<file path="config.mk">
export PLATFORM = sky130hd
export DESIGN_NAME = mcc_sequencer
export DESIGN_NICKNAME = d
export VERILOG_FILES = /design/src/rtl/mcc_pkg.sv /design/src/rtl/mcc_state_reg.sv /design/src/rtl/mcc_next_state.sv /design/src/rtl/mcc_out_decode.sv /design/src/rtl/mcc_sequencer.sv
export SDC_FILE = /design/constraint.sdc
export NUM_CORES = 1
export LEC_CHECK = 0
export ABC_AREA = 1
export BUFFER_PORTS_ARGS = -buffer_cell sky130_fd_sc_hd__buf_2
export CORE_AREA = 5 5 42 44
export DETAILED_ROUTE_END_ITERATION = 7
export DIE_AREA = 0 0 47 49
export GPL_TIMING_DRIVEN = 0
export HOLD_SLACK_MARGIN = 0.08
export PLACE_DENSITY = 0.67
export SETUP_SLACK_MARGIN = 0.2
export SYNTH_ARGS = -nofsm -noshare
export SYNTH_HDL_FRONTEND = slang
export SYNTH_SLANG_ARGS = --single-unit
</file>
<file path="constraint.sdc">
create_clock -name clk -period 1.35 [get_ports clk]
set_clock_uncertainty 0.1 [all_clocks]
set_input_delay 0.405 -clock clk [delete_from_list [all_inputs] [get_ports clk]]
set_output_delay 0.405 -clock clk [all_outputs]
set_load 0.05 [all_outputs]
</file>
<file path="src/rtl/mcc_pkg.sv">
package mcc_pkg;
    localparam int OP_W  = 6;
    localparam int ST_W  = 4;
    localparam int SEL_W = 2;

    localparam logic [OP_W-1:0] OPC_RTYPE = 6'b000000;
    localparam logic [OP_W-1:0] OPC_JUMP  = 6'b000010;
    localparam logic [OP_W-1:0] OPC_BEQ   = 6'b000100;
    localparam logic [OP_W-1:0] OPC_ADDI  = 6'b001000;
    localparam logic [OP_W-1:0] OPC_LOAD  = 6'b100011;
    localparam logic [OP_W-1:0] OPC_STORE = 6'b101011;

    typedef enum logic [ST_W-1:0] {
        ST_FETCH  = 4'd0,
        ST_DECODE = 4'd1,
        ST_ADDR   = 4'd2,
        ST_MRD    = 4'd3,
        ST_LDWB   = 4'd4,
        ST_MWR    = 4'd5,
        ST_REXE   = 4'd6,
        ST_RDONE  = 4'd7,
        ST_BRANCH = 4'd8,
        ST_JUMP   = 4'd9,
        ST_IEXE   = 4'd10,
        ST_TRAP   = 4'd11,
        ST_IDONE  = 4'd12
    } mcc_state_e;

    typedef struct packed {
        logic             illegal;
        logic             pc_we;
        logic             pc_we_cond;
        logic             addr_sel_data;
        logic             mem_rd;
        logic             mem_wr;
        logic             ir_we;
        logic             wb_sel_mem;
        logic [SEL_W-1:0] pc_src;
        logic [SEL_W-1:0] alu_mode;
        logic [SEL_W-1:0] alu_b_sel;
        logic             alu_a_sel;
        logic             rf_we;
        logic             rf_dst_sel;
    } mcc_ctl_t;

    function automatic mcc_state_e dispatch(input logic [OP_W-1:0] op);
        case (op)
            OPC_RTYPE:           return ST_REXE;
            OPC_JUMP:            return ST_JUMP;
            OPC_BEQ:             return ST_BRANCH;
            OPC_ADDI:            return ST_IEXE;
            OPC_LOAD, OPC_STORE: return ST_ADDR;
            default:             return ST_TRAP;
        endcase
    endfunction
endpackage

</file>
<file path="src/rtl/mcc_state_reg.sv">
module mcc_state_reg
    import mcc_pkg::*;
#(
    parameter mcc_state_e RESET_STATE = ST_FETCH
) (
    input  logic       clk,
    input  logic       rst,
    input  mcc_state_e nxt,
    output mcc_state_e cur
);
    always_ff @(posedge clk) begin
        if (rst) cur <= RESET_STATE;
        else     cur <= nxt;
    end
endmodule

</file>
<file path="src/rtl/mcc_next_state.sv">
module mcc_next_state
    import mcc_pkg::*;
(
    input  mcc_state_e      cur,
    input  logic [OP_W-1:0] op,
    output mcc_state_e      nxt
);
    always_comb begin
        unique case (cur)
            ST_FETCH:  nxt = ST_DECODE;
            ST_DECODE: nxt = dispatch(op);
            ST_ADDR: begin
                if (op == OPC_LOAD)       nxt = ST_MRD;
                else if (op == OPC_STORE) nxt = ST_MWR;
                else                      nxt = ST_TRAP;
            end
            ST_MRD:  nxt = ST_LDWB;
            ST_REXE: nxt = ST_RDONE;
            ST_IEXE: nxt = ST_IDONE;
            ST_TRAP: nxt = ST_TRAP;
            ST_LDWB, ST_MWR, ST_RDONE, ST_BRANCH, ST_JUMP, ST_IDONE:
                     nxt = ST_FETCH;
            default: nxt = ST_TRAP;
        endcase
    end
endmodule

</file>
<file path="src/rtl/mcc_out_decode.sv">
module mcc_out_decode
    import mcc_pkg::*;
(
    input  mcc_state_e cur,
    output mcc_ctl_t   ctl
);
    always_comb begin
        ctl = '0;
        unique case (cur)
            ST_FETCH: begin
                ctl.mem_rd    = 1'b1;
                ctl.ir_we     = 1'b1;
                ctl.pc_we     = 1'b1;
                ctl.alu_b_sel = 2'b01;
            end
            ST_DECODE: ctl.alu_b_sel = 2'b11;
            ST_ADDR, ST_IEXE: begin
                ctl.alu_a_sel = 1'b1;
                ctl.alu_b_sel = 2'b10;
            end
            ST_MRD: begin
                ctl.mem_rd        = 1'b1;
                ctl.addr_sel_data = 1'b1;
            end
            ST_LDWB: begin
                ctl.rf_we      = 1'b1;
                ctl.wb_sel_mem = 1'b1;
            end
            ST_MWR: begin
                ctl.mem_wr        = 1'b1;
                ctl.addr_sel_data = 1'b1;
            end
            ST_REXE: begin
                ctl.alu_a_sel = 1'b1;
                ctl.alu_mode  = 2'b10;
            end
            ST_RDONE: begin
                ctl.rf_we      = 1'b1;
                ctl.rf_dst_sel = 1'b1;
            end
            ST_BRANCH: begin
                ctl.alu_a_sel  = 1'b1;
                ctl.alu_mode   = 2'b01;
                ctl.pc_src     = 2'b01;
                ctl.pc_we_cond = 1'b1;
            end
            ST_JUMP: begin
                ctl.pc_we  = 1'b1;
                ctl.pc_src = 2'b10;
            end
            ST_IDONE: ctl.rf_we   = 1'b1;
            ST_TRAP:  ctl.illegal = 1'b1;
            default:  ctl.illegal = 1'b1;
        endcase
    end
endmodule

</file>
<file path="src/rtl/mcc_sequencer.sv">
module mcc_sequencer
    import mcc_pkg::*;
(
    input  logic            clk,
    input  logic            rst,
    input  logic [OP_W-1:0] op_code,
    output logic            pc_we,
    output logic            pc_we_cond,
    output logic            addr_sel_data,
    output logic            mem_rd,
    output logic            mem_wr,
    output logic            ir_we,
    output logic            wb_sel_mem,
    output logic [1:0]      pc_src,
    output logic [1:0]      alu_mode,
    output logic [1:0]      alu_b_sel,
    output logic            alu_a_sel,
    output logic            rf_we,
    output logic            rf_dst_sel,
    output logic            illegal_op
);
    mcc_state_e cur_st;
    mcc_state_e nxt_st;
    mcc_ctl_t   ctl;

    mcc_state_reg #(.RESET_STATE(ST_FETCH)) u_state (
        .clk (clk),
        .rst (rst),
        .nxt (nxt_st),
        .cur (cur_st)
    );

    mcc_next_state u_next (
        .cur (cur_st),
        .op  (op_code),
        .nxt (nxt_st)
    );

    mcc_out_decode u_out (
        .cur (cur_st),
        .ctl (ctl)
    );

    assign illegal_op    = ctl.illegal;
    assign pc_we         = ctl.pc_we;
    assign pc_we_cond    = ctl.pc_we_cond;
    assign addr_sel_data = ctl.addr_sel_data;
    assign mem_rd        = ctl.mem_rd;
    assign mem_wr        = ctl.mem_wr;
    assign ir_we         = ctl.ir_we;
    assign wb_sel_mem    = ctl.wb_sel_mem;
    assign pc_src        = ctl.pc_src;
    assign alu_mode      = ctl.alu_mode;
    assign alu_b_sel     = ctl.alu_b_sel;
    assign alu_a_sel     = ctl.alu_a_sel;
    assign rf_we         = ctl.rf_we;
    assign rf_dst_sel    = ctl.rf_dst_sel;
endmodule

</file>
== Word-level counts from Yosys, hierarchy flattened ==
Cells that the tools add are included.
Operators by class
  shift-type cells: 0
  eq/ne operators: 16
  divide/modulo/power cells: 0
  add/subtract/negate cells: 0
  order comparisons: 0
  reductions and logical operators: 11
  bitwise logic cells: 0
  multiply operators: 0
  multiplexer cells: 18
Operator list (number)
  $pmux W4 S7: 1
  $pmux W4 S5: 1
  $eq A4 B3 Y1 const B: 4
  $eq A4 B4 Y1 const B: 4
  $eq A6 B6 Y1 const B: 2
  $reduce_or A12 Y1: 1
  $mux W1: 11
  $reduce_or A2 Y1: 5
  $eq A4 B2 Y1 const B: 2
  $mux W4: 2
  $pmux W2 S2: 2
  $eq A6 B2 Y1 const B: 1
  $eq A6 B3 Y1 const B: 1
  $eq A6 B4 Y1 const B: 1
  $logic_not A6 Y1: 1
  $pmux W2 S3: 1
  $reduce_or A6 Y1: 1
  $eq A4 B1 Y1 const B: 1
  $logic_not A4 Y1: 1
  $reduce_or A4 Y1: 1
  $reduce_or A3 Y1: 1
Storage, ports and cells
  output and inout bits: 17
  word-level logic and storage cells: 46
  latch bits: 0
  bits in writable memories: 0
  memories: 0
  input bits: 8
  register bits after elaboration: 4
  memory bits (read-only): 0

== Logic depth before layout (Yosys ltp) ==
Gate-level depths: netlist of run 1.
  word-level depth: 4
  depth in mapped cells: 8
  depth with buffers taken out: 8

== Hierarchy ==
A second synthesis of run 1 with hierarchy kept.
Unflattened totals
  cells, all modules: 118
  area, all modules: 559.3 um2
By module, submodules not included
  mcc_next_state: times used 1, area an instance 270.3 um2, cells an instance 62, sequential area each 0.0 um2
  mcc_out_decode: times used 1, area an instance 178.9 um2, cells an instance 44, sequential area each 0.0 um2
  mcc_state_reg: times used 1, area an instance 110.1 um2, cells an instance 12, sequential area each 80.1 um2

== Worst setup path after synthesis of run 1 ==
Ideal clock, no wire load.
  kind: register -> output
  start: register u_state.cur[3]
  end: output port pc_we
  path buffers: 0
  path slack: -851 ps
  arrival time: 1696 ps
  cell stages (with the launch flop): 5
  required time: 845 ps
  cell sequence: dfxtp_1 > inv_1 > nor2_1 > inv_1 > o21ai_0
On the way
  word-level cells in the longest chain between the ends: 3
  elaborated cells between the ends (all ways): 4
  classes of those cells: eq/ne: 1; mux: 1; reduce/logical: 2
RTL lines
  start: declaration: line mcc_state_reg.sv:9  | output mcc_state_e cur
  start signal: assignment: line mcc_state_reg.sv:13  | else cur <= nxt;
  $eq A4 B4 Y1 / $logic_not A4 Y1 (equally long branches): line mcc_out_decode.sv:9  | unique case (cur)
  $reduce_or A2 Y1 (no line) *
  $mux W1 *: line mcc_out_decode.sv:9
  end: declaration: line mcc_sequencer.sv:7  | output logic pc_we,
Mark *: on every way between the ends. The rest lies on a longest branch, timed or not.

== Worst setup path in the final report of run 1 ==
  start: register u_state.cur[1]
  end: output port alu_a_sel
On the way
  word-level cells in the longest chain between the ends: 3
  elaborated cells between the ends (all ways): 6
  classes of those cells: eq/ne: 4; mux: 1; reduce/logical: 1
RTL lines
  $eq A4 B3 Y1, or another cell as far along: line mcc_out_decode.sv:9
  $reduce_or A4 Y1 (no line) *
  $mux W1 *: line mcc_out_decode.sv:9
  end: declaration: line mcc_sequencer.sv:17  | output logic alu_a_sel,
Marked as above.

==> metrics.txt, run 1 <==
status=finished with violations; failing checks=negative setup slack; Reg clk slew, reported paths=40 ps; post-place setup slack=-298.1 ps; TritonCTS buffer count=3; # setup viols final=17; Main synth FF type=dfxtp_1; Hold-fix buffers, CTS=0; H-tree depth=1; Initial Utilization=34.82%; Min-Delay Path Class=in -> reg; worst-skew pair later-pin latency=230 ps; fin worst setup slack=-409.5 ps; Synth warnings=0; CTS Root Cell=clkbuf_4; unrepaired setup endpoints after global routing=yes; Antenna diodes=0; synth unique cells=16; first-pass GRT wire length=2.442 mm; syn nets=103; Synth Instances=95; Core Region=1401 sq um; Synth area leader=nor2_1; Regs by FF count=u_state.cur (4); Port Buf Inserts=24; Overflow after GRT=0; count leader, synth=nor2_1; WL per Instance=10.66 microns; largest net degree at the start of global routing=7; worst-margin pin slew=316.7 ps; Nets=138; clock tree buffer depth=2; Clock Sinks=4; chip width=47 microns; IO Count=25; Max Cap Violations=0; largest register by flop count=u_state.cur; post-synthesis register bit count=4; Placer Congestion=0.8066; post-route ant nets=0; Final min period=1760 ps; worst path required time=850 ps; top cells by area, synth=nor2_1 (19%), nand2_1 (17%), dfxtp_1 (16%); share of layout cells above drive strength 1=59.69%; kind of end point of the critical path=primary output; die span in y=49 microns; Final period util=130.3%; GRT Overall Usage=13.57%; via count=684; via/cell ratio=4.717; critical path class=reg -> out; fraction of the yosys area taken by sequential cells=16.41%; post-synthesis cell area=488.0 sq um; final hold violation count=0; max reg flops=4; vias in the first global route=623; DRC=0; synth cell count leaders=nor2_1 (25), nand2_1 (22), inv_1 (16); Syn Area/Cell=5.137 sq um; DP HPWL=1.136 mm; Synth top area share=19.23%; Util after Layout=73.84%; DRT Wirelength=1.545 mm; CTS tree=built; max frequency=568.3 MHz; CP Max Fanout=5; Pre-antenna DRT Iters=4; row count=14; die area=2303 sq um; headroom to the max-slew limit=78.81%; Syn-to-layout area delta=112.1%; FF-to-FF setup slack=90 ps; initial antenna violation count=0; FFs w/ async S/R, synth=0%; violation count after the first detailed-route iteration=8; crit path launch type=flip-flop; Worst EP arrival=1250 ps; Max Slew Vio Count=0; FILL cells=116; Post-synth EDFFs=0
==> critical path: stages (launching register included) <==
cell	delay (ps)
dfxtp_4	380
nor2_4	160
inv_4	80
o211ai_1	170
buf_4	230
==> cell families after synthesis <==
family / synth area share [%]
AND/OR/NAND/NOR: 59.74
buffers and inverters: 14.62
AO/OA/AOI/OAI: 9.230
flip-flops: 16.41
==> layout by cell type, fill, tap and decap left out, drive strengths merged, types with 2 or more instances in the layout <==
cell type	n
o22ai	2
nand2	25
dfxtp	4
nand4	2
nor2	30
clkbuf	4
a21oi	3
inv	16
o21ai	2
buf	31
nand3	7
==> final cells by class <==
class	instances	area, sq um	area share [%]
multi-input combinational	73	513.0	49.58
timing repair buffer	30	292.8	28.30
sequential	4	95.09	9.190
inverter	17	80.08	7.739
clock buffer	4	26.28	2.539
tap	16	20.02	1.935
buffer	1	7.507	0.7255
==> final timing paths <==
kind	start	end	cells past startpoint
hold / removal	rst	u_state.cur[3]$_SDFF_PP0_	2
hold reg to reg	u_state.cur[0]$_SDFF_PP0_	u_state.cur[3]$_SDFF_PP0_	4
setup / recovery	u_state.cur[1]$_SDFF_PP0_	alu_a_sel	4
setup reg to reg	u_state.cur[3]$_SDFF_PP0_	u_state.cur[2]$_SDFF_PP0_	8
==> metal layers <==
layer | share of wire [%] | GRT usage (%) | vias to the layer above
li1 | - | - | 366
met1 | 40 | 16.85 | 301
met2 | 55 | 23.53 | 17
met3 | 4.8 | 1.107 | 0
met5 | 0 | 0 | -
met4 | 0 | 4.147 | 0
==> per-stage QoR <==
stage	cell area [sq um]	hold slack, ps	setup TNS, ps	std cells
3_5_place_dp	732.0	507.5	-3250	135
3_3_place_gp	732.0	502.7	-3068	135
4_1_cts	985.9	254.3	-5342	144
6_report	1035	266.3	-5605	145
5_1_grt	1035	263.9	-6506	145
2_1_floorplan	591.8	366.7	-3636	95
==> what timing repair did <==
item,4_1_cts,5_1_grt
setup endpoints to repair,21,21
resized for setup,55,11
hold endpoints to repair,0,0
buffers inserted,5,1
pin swaps,8,7
Power of run 1 is not shown: default switching activity piles up to over one toggle a cycle in this logic, so the estimate is an artifact.
==> run 2, diff against run 1 <==
Clock period 1.35 ns to 1.65 ns, I/O delays scaled along.
==> run 2 against run 1 <==
The run still ends with negative setup slack left. Critical path type unchanged. Count of clock-buffer cells in the layout stayed put. Largest cell class unchanged. Sequential cell count stayed put. Critical endpoint is now pc_we. Setup slack gained 200 ps. Final cell count increased by 2.8%. Die area did not move.
==> metrics.txt, run 2 (synthesis gave the netlist of run 1 again) <==
status=finished with violations; failing checks=negative setup slack; CP peak stage delay=380 ps (about the same); placed inst area=734.5 sq um (+0.34%); most common cell after layout, fill and taps aside=nand2_1; final hold violation count=0 (unchanged); Worst R2R End=u_state.cur[0]$_SDFF_PP0_; CP Cell Sequence=nor2_4, inv_6, nor2_4, inv_2, o21ai_2, buf_6; Reg clk slew, reported paths=40 ps (about the same); DRT Wirelength=1.722 mm (+11%); H-tree depth=1 (unchanged); max frequency=538.1 MHz; DP HPWL=1.239 mm (+9.1%); largest net degree at the start of global routing=7 (unchanged); headroom to the max-slew limit=78.00% (-0.80 points); first-pass GRT wire length=2.677 mm (+9.6%); commonest cells after routing, fill and taps aside=nand2_1 (18), nor2_1 (16), buf_4 (13); post-route ant nets=0 (unchanged); Clock Sinks=4 (unchanged); fin worst setup slack=-208.4 ps (+201.1 ps); worst-margin pin slew=328.7 ps (+11.99 ps); chip width=47 microns (unchanged); Nets=142 (+2.9%); TritonCTS buffer count=3 (unchanged); row count=14 (unchanged); # setup viols final=17 (unchanged); Util after Layout=72.77% (-1.1 points); clock tree buffer depth=2 (unchanged); Worst Reg-to-Reg Cells=7 (-1); Final period util=112.6%; worst path required time=1050 ps (+200 ps); Hold Path End=u_state.cur[2]$_SDFF_PP0_; min-delay src=rst; post-route cell area=1020 sq um (-1.5%); critical path depth=6 (+2); Hold Path Depth=2 (unchanged); Final min period=1858 ps; Placer Congestion=0.8046 (-0.25%); die span in y=49 microns (unchanged); Regs by FF count=u_state.cur (4); share of layout cells above drive strength 1=58.65% (-1.0 points); largest register by flop count=u_state.cur; unrepaired setup endpoints after global routing=yes; Slowest cell on crit path=dfxtp_4; violation count after the first detailed-route iteration=10 (+2); initial antenna violation count=0 (unchanged); GRT Overall Usage=15.62% (+2.1 points); vias in the first global route=669 (+7.4%); Max Cap Violations=0 (unchanged); worst-skew pair later-pin latency=240 ps (about the same); DRC=0 (unchanged); CP Max Fanout=5 (unchanged); worst path buffer plus inverter count=3 (+1); crit path launch type=flip-flop; Antenna diodes=0 (unchanged); critical path class=reg -> out; kind of end point of the critical path=primary output; CP top delay family=flip-flops; Worst EP arrival=1260 ps (about the same); CTS Root Cell=clkbuf_4; IO Count=25 (unchanged); Syn-to-layout area delta=109.0%; max reg flops=4 (unchanged); Initial Utilization=34.82% (unchanged); Overflow after GRT=0 (unchanged); via count=724 (+5.8%); die area=2303 sq um (unchanged); CTS tree=built; Reg2Reg Launch Point=u_state.cur[1]$_SDFF_PP0_; Core Region=1401 sq um (unchanged); Min-Delay Path Class=in -> reg; WL per Instance=11.56 microns (+8.5%); Pre-antenna DRT Iters=4 (unchanged); Max Slew Vio Count=0 (unchanged); CP most frequent cell=nor2_4; FF-to-FF setup slack=310 ps (+220 ps); via/cell ratio=4.859 (+3.0%); Port Buf Inserts=24 (unchanged); Worst Setup SP=u_state.cur[2]$_SDFF_PP0_
==> run 2: repair_timing <==
item / 4_1_cts / 5_1_grt
cloned: 0 / 0
hold buffers: 0 / 0
resized for setup: 54 / 8
buffers inserted: 6 / 4
endpoints found under the setup margin: 17 / 17
pin swaps: 7 / 3
==> run 2: final cells by class <==
| cell class | instances | area (sq um) |
|---|---|---|
| Inverter | 17 | 80.08 |
| Fill cell | 115 | 381.6 |
| Tap cell | 16 | 20.02 |
| Sequential cell | 4 | 95.09 |
| Buffer | 1 | 7.507 |
| Timing Repair Buffer | 34 | 309.0 |
| Multi-Input combinational cell | 73 | 481.7 |
| Clock buffer | 4 | 26.28 |
==> run 2: per-stage QoR <==
step	setup WS (ps)	hold slack, ps	setup TNS, ps	instances
floorplan	-310.0	456.7	-1196	95
global placement	-95.83	593.3	-341.8	135
detailed placement	-105.8	593.3	-450.7	135
CTS	-178.2	339.5	-1792	145
global route	-251.5	353.6	-2808	149
finish	-208.4	341.5	-1980	149
==> run 2: worst max-delay path by stage <==
stage                         end
floorplan               alu_a_sel
global placement    addr_sel_data
detailed placement  addr_sel_data
CTS                         pc_we
global route            alu_a_sel
finish                      pc_we
==> run 2: layer usage <==
| layer | track usage [%] | vias up | wire length [microns] |
|---|---|---|---|
| li1 | - | 369 | - |
| met1 | 15.57 | 331 | 613 |
| met2 | 30.09 | 20 | 988 |
| met3 | 2.214 | 4 | 86 |
| met4 | 5.530 | 0 | 34 |
| met5 | 0 | - | 0 |
Power of run 2 is left out for the same reason.
==> run 3, diff against run 2 <==
Settings changed: SETUP_SLACK_MARGIN 0.2 to 0.5.
==> run 3 against run 2 <==
The run still ends with negative setup slack left. Global-route usage decreased by 1.1 points. Non-clock buffer count shrank 4. Largest cell class unchanged. Maximum frequency increased by 0.56%. Count of clock-buffer cells in the layout is the same. Routed wire length decreased by 6.3%. Highest routed layer is now met3. Critical endpoint is now alu_a_sel.
==> metrics.txt, run 3 (synthesis gave the netlist of run 1 again) <==
status=finished with violations; failing checks=negative setup slack; Syn-to-layout area delta=107.2%; Core Region=1401 sq um (unchanged); Slowest cell on crit path=dfxtp_4; Initial Utilization=34.82% (unchanged); IO Count=25 (unchanged); wire length on met2=913 microns (-7.6%); Min-Delay Path Class=in -> reg; worst-margin pin slew=251.6 ps (-77.11 ps); fin worst setup slack=-198.1 ps (+10.38 ps); Final min period=1848 ps (-10.38 ps); headroom to the max-slew limit=83.16% (+5.2 points); DRT Wirelength=1.614 mm (-6.3%); H-tree depth=1 (unchanged); vias in the first global route=638 (-4.6%); worst-skew pair later-pin latency=230 ps (about the same); share of layout cells above drive strength 1=60.47% (+1.8 points); Port Buf Inserts=24 (unchanged); Final period util=112.0% (-0.63 points); DP HPWL=1.171 mm (-5.5%); max frequency=541.1 MHz (+0.56%); Antenna diodes=0 (unchanged); Regs by FF count=u_state.cur (4); GRT Overall Usage=14.57% (-1.1 points); Overflow after GRT=0 (unchanged); commonest cells after routing, fill and taps aside=nand2_1 (18), nor2_1 (14), nor2_4 (11), buf_6 (11), buf_4 (9); TritonCTS buffer count=3 (unchanged); DRC=0 (unchanged); Placer Congestion=0.8029 (-0.21%); CP Max Fanout=6 (+1); Max Slew Vio Count=0 (unchanged); clock tree buffer depth=2 (unchanged); WL per Instance=11.13 microns (-3.7%); Max Cap Violations=0 (unchanged); Reg clk slew, reported paths=40 ps (about the same); Clock Sinks=4 (unchanged); die area=2303 sq um (unchanged); kind of end point of the critical path=primary output; largest register by flop count=u_state.cur; Hold-fix buffers, CTS=0 (unchanged); min-delay src=rst; CTS Root Cell=clkbuf_4; most common cell after layout, fill and taps aside=nand2_1; die span in y=49 microns (unchanged); CP peak stage delay=370 ps (about the same); final hold violation count=0 (unchanged); Worst EP arrival=1250 ps (about the same); FF-to-FF setup slack=390 ps (+80 ps); setup TNS=-1542 ps (+437.3 ps); met1 WL=598 microns (-2.4%); Worst Setup SP=u_state.cur[0]$_SDFF_PP0_; crit path launch type=flip-flop; via count=711 (-1.8%); violation count after the first detailed-route iteration=12 (+2); CP Cell Sequence=nor2_4, inv_4, o211ai_1, buf_4; unrepaired setup endpoints after global routing=yes; row count=14 (unchanged); CP top delay family=flip-flops; Reg2Reg Launch Point=u_state.cur[3]$_SDFF_PP0_; largest net degree at the start of global routing=7 (unchanged); # setup viols final=16 (-1); met3 WL post-DR=102 microns (+19%); worst path required time=1050 ps (about the same); first-pass GRT wire length=2.539 mm (-5.2%); Util after Layout=72.14% (-0.62 points); via/cell ratio=4.903 (+0.91%); Pre-antenna DRT Iters=6 (+2); CTS tree=built; initial antenna violation count=0 (unchanged); worst path buffer plus inverter count=2 (-1); post-route ant nets=0 (unchanged); critical path class=reg -> out; Nets=138 (-2.8%); max reg flops=4 (unchanged); final hold slack=363.0 ps (+21.49 ps); chip width=47 microns (unchanged); DR top layer=met3
## run 3: cell count changes in the layout (fill, tap and decap cells not counted), sizes merged
cell,change
buf,-4
## run 3: what timing repair did
item                       in CTS  in global routing
setup buffers                   5                  1
resized for setup              54                 11
pin swaps                       6                  5
setup endpoints to repair      21                 21
## run 3: final timing paths
kind | to | cells after the start
max | alu_a_sel | 4
min | u_state.cur[3]$_SDFF_PP0_ | 2
min reg2reg | u_state.cur[3]$_SDFF_PP0_ | 4
max reg2reg | u_state.cur[0]$_SDFF_PP0_ | 6
## run 3: final cells by class
type	count	area, sq um
Buffer	1	7.507
Timing Repair Buffer	30	279.0
Tap cell	16	20.02
Multi-Input combinational cell	73	500.5
Sequential cell	4	95.09
Inverter	17	82.58
Fill cell	110	390.4
Clock buffer	4	26.28
## run 3: layer usage
metal / vias to the layer above / GRT usage, %
met5: - / 0
li1: 362 / -
met1: 328 / 15.79
met4: 0 / 4.147
met2: 21 / 27.60
met3: 0 / 1.476
## run 3: stage by stage
step	area, sq um	std cells	setup slack [ps]
after floorplan	594.3	95	-310.0
after global placement	734.5	135	-78.33
after detailed placement	734.5	135	-90.43
after CTS	972.2	144	-181.4
after global routing	1011	145	-239.3
final	1011	145	-198.1
Power of run 3 is left out for the same reason.
